[src/rtl/signed_deadband_pwm.sv]
module signed_deadband_pwm #(
  parameter int CODE_W      = 12,
  parameter int DEADBAND    = 31,
  parameter int SLOW_DIV    = 4,
  parameter int COARSE_BITS = 8
) (
  input  logic              clk,
  input  logic              en,
  input  logic              coarse_mode,
  input  logic [CODE_W-1:0] code,
  output logic              drive_pos,
  output logic              drive_neg,
  output logic              in_band
);
  localparam int FULL = 2 ** (CODE_W - 1) - 1;
  localparam int PER  = FULL - DEADBAND;
  localparam int DROP = CODE_W - COARSE_BITS;
  localparam int PW   = (SLOW_DIV > 1) ? $clog2(SLOW_DIV) : 1;
  localparam logic [CODE_W-1:0] DB_V  = CODE_W'(DEADBAND);
  localparam logic [CODE_W-1:0] PER_V = CODE_W'(PER);
  localparam logic [PW-1:0]     PRE_LAST = PW'(SLOW_DIV - 1);

  logic [CODE_W-1:0] eff, mag, excess, duty_n;
  logic              sgn, band_n;

  assign eff    = coarse_mode ? {code[CODE_W-1:DROP], {DROP{1'b0}}} : code;
  assign sgn    = eff[CODE_W-1];
  assign mag    = sgn ? (~eff + 1'b1) : eff;
  assign band_n = (mag <= DB_V);
  assign excess = mag - DB_V;
  assign duty_n = band_n ? '0 : ((excess > PER_V) ? PER_V : excess);

  logic [CODE_W-1:0] cnt, duty_q;
  logic [PW-1:0]     pre;
  logic              neg_q, band_q, slow_q;
  logic              tick, wrap;

  assign tick = !slow_q || (pre == PRE_LAST);
  assign wrap = tick && (cnt == PER_V - 1'b1);

  always_ff @(posedge clk) begin
    if (!en) begin
      cnt    <= '0;
      pre    <= '0;
      duty_q <= duty_n;
      neg_q  <= sgn;
      band_q <= band_n;
      slow_q <= coarse_mode;
    end else begin
      if (slow_q) pre <= (pre == PRE_LAST) ? '0 : pre + 1'b1;
      else        pre <= '0;
      if (tick) cnt <= wrap ? '0 : cnt + 1'b1;
      if (wrap) begin
        duty_q <= duty_n;
        neg_q  <= sgn;
        band_q <= band_n;
        slow_q <= coarse_mode;
      end
    end
  end

  assign drive_pos = en && !neg_q && (cnt < duty_q);
  assign drive_neg = en &&  neg_q && (cnt < duty_q);
  assign in_band   = band_q;

  p_one_side_r1: assert property (@(posedge clk) disable iff (!en)
    !(drive_pos && drive_neg));

  p_band_quiet_r3: assert property (@(posedge clk) disable iff (!en)
    in_band |-> (!drive_pos && !drive_neg));

  p_cnt_bound_r2: assert property (@(posedge clk) disable iff (!en)
    cnt < PER_V);

  p_pos_starts_period_r6: assert property (@(posedge clk) disable iff (!en)
    $rose(drive_pos) |-> (cnt == '0));

  p_neg_starts_period_r6: assert property (@(posedge clk) disable iff (!en)
    $rose(drive_neg) |-> (cnt == '0));
endmodule

[config.mk]
export PLATFORM = sky130hd
export DESIGN_NAME = signed_deadband_pwm
export DESIGN_NICKNAME = d
export VERILOG_FILES = /design/src/rtl/signed_deadband_pwm.sv
export SDC_FILE = /design/constraint.sdc
export NUM_CORES = 1
export LEC_CHECK = 0
export BUFFER_PORTS_ARGS = -buffer_cell sky130_fd_sc_hd__buf_2
export CAP_MARGIN = 20
export CORE_MARGIN = 2
export CORE_UTILIZATION = 50
export CTS_BUF_LIST = sky130_fd_sc_hd__clkbuf_4
export DETAILED_ROUTE_END_ITERATION = 12
export GPL_TIMING_DRIVEN = 0
export HOLD_SLACK_MARGIN = 0.02
export PLACE_DENSITY = 0.7
export SLEW_MARGIN = 20
export SYNTH_ARGS = -nofsm -noshare
export SYNTH_HDL_FRONTEND = slang
export SYNTH_SLANG_ARGS = --single-unit
[constraint.sdc]
create_clock -name clk -period 11.4 [get_ports clk]
set_clock_uncertainty 0.15 [all_clocks]
set_input_delay 3.42 -clock clk [delete_from_list [all_inputs] [get_ports clk]]
set_output_delay 3.42 -clock clk [all_outputs]
set_load 0.01 [all_outputs]
## After elaboration in Yosys (flattened, before gate mapping)

Cells that the tools add are included.
W data, S select, Z words.

| word-level totals | value |
|---|---|
| output and inout port bits | 3 |
| register bits | 29 |

| operators by class | value |
|---|---|
| add/sub/neg operators | 4 |
| bitwise operators | 3 |
| $lt $le $gt $ge | 3 |
| equal/unequal tests | 3 |
| reduce and logical (&&, ||, !) cells | 9 |
| mux-type cells | 13 |

Operators with widths:

| kind | number |
|---|---|
| $mux W12 | 6 |
| $add A12 B1 Y12 const B | 2 |
| $eq A12 B11 Y1 const B | 1 |
| $gt A12 B11 Y1 const B | 1 |
| $le A12 B5 Y1 const B | 1 |
| $lt A12 B12 Y1 | 1 |
| $not A12 Y12 | 1 |
| $sub A12 B5 Y12 const B | 1 |
| $mux W1 | 6 |
| $logic_and A1 B1 Y1 | 5 |
| $mux W4 | 1 |
| $reduce_or A3 Y1 | 1 |
| $add A2 B1 Y2 const B | 1 |
| $eq A2 B2 Y1 const B | 1 |
| $logic_not A1 Y1 | 2 |
| $ne A2 B1 Y1 const B | 1 |
| $not A1 Y1 | 2 |
| $logic_or A1 B1 Y1 | 1 |

## Depth between registers and ports, before layout

| depth | value |
|---|---|
| depth after elaboration | 10 |
| gate-level depth with buffers | 11 |
| depth with buffers taken out | 11 |

## Least setup slack after synthesis

OpenSTA, ideal clock, no wires.

| path | value |
|---|---|
| kind | in2out |
| start | input port en |
| end | output port drive_neg |
| path buffers | 0 |
| path slack | 3.810 ns |
| data required time | 7.830 ns |
| cell stages on the path | 4 |
| arrival | 4.020 ns |
| path through | nand2b_1 -> a21oi_1 -> o21ai_0 -> a211oi_1 |

| on the way | value |
|---|---|
| cells in the longest elaborated chain, start to end | 2 |

Ends and longest elaborated chain:

| item | RTL line | source |
|---|---|---|
| start: declaration | 8 | `input logic en,` |
| $logic_and A1 B1 Y1 (2 in series) | 63 | `assign drive_neg = en && neg_q && (cnt < duty_q);` |
| end: declaration | 12 | `output logic drive_neg,` |

No other way between the ends.

## Worst setup path in the final report

| path | value |
|---|---|
| start | input port en |
| end | output port drive_pos |

| on the way | value |
|---|---|
| cells in the longest elaborated chain, start to end | 2 |

Ends and longest elaborated chain:

| item | RTL line | source |
|---|---|---|
| $logic_and A1 B1 Y1 (2 in series) | 62 | `assign drive_pos = en && !neg_q && (cnt < duty_q);` |
| end: declaration | 11 | `output logic drive_pos,` |

No other way between the ends.

==> results_dict.tcl <==
set metrics [dict create \
    status "complete, no violations" \
    fp-row-count 24 \
    slowest_stage "a211oi_1" \
    multi_input_area_um2 1420 \
    path_common_cell "buf_2" \
    syn_area_per_cell_um2 9.11 \
    worstPathArrival_ps 4340 \
    synth_cell_types 63 \
    endpoint_kind "output port" \
    synth_top_area_cell "edfxtp_1" \
    area_delta_synth_final_pct 9.30 \
    wl_per_cell_um 13.0 \
    io_pins 18 \
    ys_seq_area_share_pct 32.7 \
    cts_buffer_depth 2 \
    fmax_ghz 0.126 \
    worstSetupStartpointType "input port" \
    fp.dieArea_um2 5010 \
    finalCriticalPeriod_ps 7910 \
    setup.worst_path.class "in -> out" \
    hold_path_startpoint "pre[0]$_SDFF_PP0_" \
    finalSetupTns_ps 0 \
    drive_gt1_share_pct 17.0 \
    slew_headroom_pct 51.7 \
    r2r_cells 6 \
    synthesis.area_um2 2230 \
    antennaDiodeCount 0 \
    p_leak_nw 1.02 \
    holdPathStages 1 \
    postCtsHoldBufs 0 \
    power_density_nw_per_um2 93.6 \
    drtIter0Drc 63 \
    dp_hpwl_mm 3.28 \
    path_clk_slew_ps 90 \
    grt_pass1_vias 1706 \
    hold_class "reg -> reg" \
    cp_cell_sequence "buf_2 > nand2b_1 > a21oi_1 > o21ai_0 > a211oi_1 > buf_2" \
    numCtsBuffers 5 \
    die_h_um 70.8 \
    gp_congestion 0.843 \
    nFillCells 413 \
    antenna_found_initial 0 \
    cts_tree "yes" \
    synth_flop_cell "edfxtp_1" \
    rsz0062_at_grt "no" \
    clk_latency_ps 310 \
    critPathMaxStageDelay_ps 280 \
    crit_fanout 6 \
    post_cts.resized_instances 0 \
    grt_pass1_wl_mm 7.32 \
    post-cts-setup-buffers 0 \
    chipWidth_um 70.8 \
    slew_viol_final 0 \
    synth_top_area_share_pct 20.2 \
    r2r_setup_slack_ps 8660 \
    setup_slack_ps 3490 \
    ys_top_cells_by_area "edfxtp_1 20%, dfxtp_1 13%, ha_1 9.0%" \
    worstMarginPinSlew_ps 714 \
    netlist_instances 245 \
    final_common_cell "nand2_1" \
    io_buffers 17 \
    async_reset_ff_share_pct 0 \
    cap_violations 0 \
    ant_nets 0 \
    finalWirelength_mm 4.19 \
    regArea_um2 731 \
    peakVddDrop_mv 0.0298 \
    hold_end "pre[0]$_SDFF_PP0_" \
    via_per_inst 5.72 \
    dpl_worst_slack_ps 3490 \
    initial_core_util_pct 51.6 \
    grt_max_degree 25 \
    track_usage_pct 17.8 \
    finalHoldViolations 0 \
    min_period_over_period_pct 69.4 \
    drcViolationCount 0 \
    ys_ff_latch 29 \
    critPathRequiredTime_ps 7830 \
    drtPass1Iterations 4 \
    htreeDepth 2 \
    synth_edf_count 15 \
    coreArea_um2 4320 \
    setup_viol 0 \
    nNetsFinal 300 \
    vias 1843 \
    cts.sinks 29 \
    layout_common_cells "19 x nand2_1, 18 x buf_2, 17 x inv_1, 17 x nor2_1, 16 x ha_1" \
    syn-num-nets 276 \
    ys_warn_count 0 \
    grt_overflow 0 \
    clockRootBuffer "clkbuf_4" \
    reg2reg_to "duty_q[0]$_SDFFCE_PP0P_" \
    r2r-start "pre[0]$_SDFF_PP0_" \
]
## per-stage QoR
stage	total power [mW]	util (%)	cell area (µm²)	hold WS, ps	cells
floorplan	0.162	-	2230	253	245
global placement	0.174	55.1	2380	266	314
detailed placement	0.176	55.1	2380	271	314
CTS	0.231	56.3	2430	288	322
global route	0.244	56.4	2440	312	322
finish	0.228	56.4	2440	282	322
## area by class of cell
cell class	instances	share of cell area (%)
Sequential cell	29	29.9
Tap cell	52	2.67
Clock buffer	5	1.54
Timing Repair Buffer	17	3.49
Multi-Input combinational cell	194	58.4
Inverter	18	2.77
Clock inverter	3	0.513
Buffer	4	0.718
## synth_stat cells (2+ instances only)
cell type  count
nand2_1       19
inv_1         17
nor2_1        17
ha_1          16
edfxtp_1      15
dfxtp_1       14
xor2_1        13
xnor2_1       12
a21oi_1       11
o21ai_0        9
a21o_1         8
nand4_1        6
o211ai_1       6
or3_1          6
nand2b_1       5
nand3_1        5
nor3_1         4
a211oi_1       3
a21boi_0       3
clkbuf_1       3
nor2b_1        3
o31ai_1        3
a21oi_2        2
and2_1         2
and3_1         2
mux2_2         2
nor3b_1        2
or2_2          2
## worst max-delay path, delay by kind of cell
kind                   cells  cell delay [ps]
AO/OA/AOI/OAI              3              520
buffers and inverters      2              320
AND/OR/NAND/NOR            1               70
## state kept, by name (all words and copies together) (netlist names)
name / count
slow_q: 1
duty_q: 12
in_band: 1
pre: 2
cnt: 12
neg_q: 1
## logic make-up after synthesis
group / count (synthesis) / synth area share, %
AOI/OAI and AO/OA: 62 / 20.7
xor gates and xnor gates: 25 / 9.81
adders and majority gates: 16 / 8.97
buffers and inverters: 22 / 3.76
DFF: 29 / 32.7
muxes: 2 / 1.01
other: 1 / 0.168
and+or+nand+nor: 88 / 22.9
## power by group
group	total (mW)	switching (mW)	internal (mW)
registers	0.119	0.00227	0.117
clock network	0.0551	0.0329	0.0222
logic	0.0539	0.0307	0.0232
total	0.228	0.0659	0.163
## worst max path at each step
stage	end	slack, ps	startpoint
5_1_grt	drive_pos	3420	en
3_5_place_dp	drive_pos	3490	en
2_1_floorplan	drive_neg	3810	en
6_report	drive_pos	3490	en
3_3_place_gp	drive_neg	3540	en
4_1_cts	drive_pos	3490	en
## layer usage
metal	GRT usage, %	wire length (µm)
met2	31.4	2070
met1	21.3	1920
met3	2.99	141
met4	7.97	63
met5	0	0
Note: power is estimated with default switching activity, not from simulation.
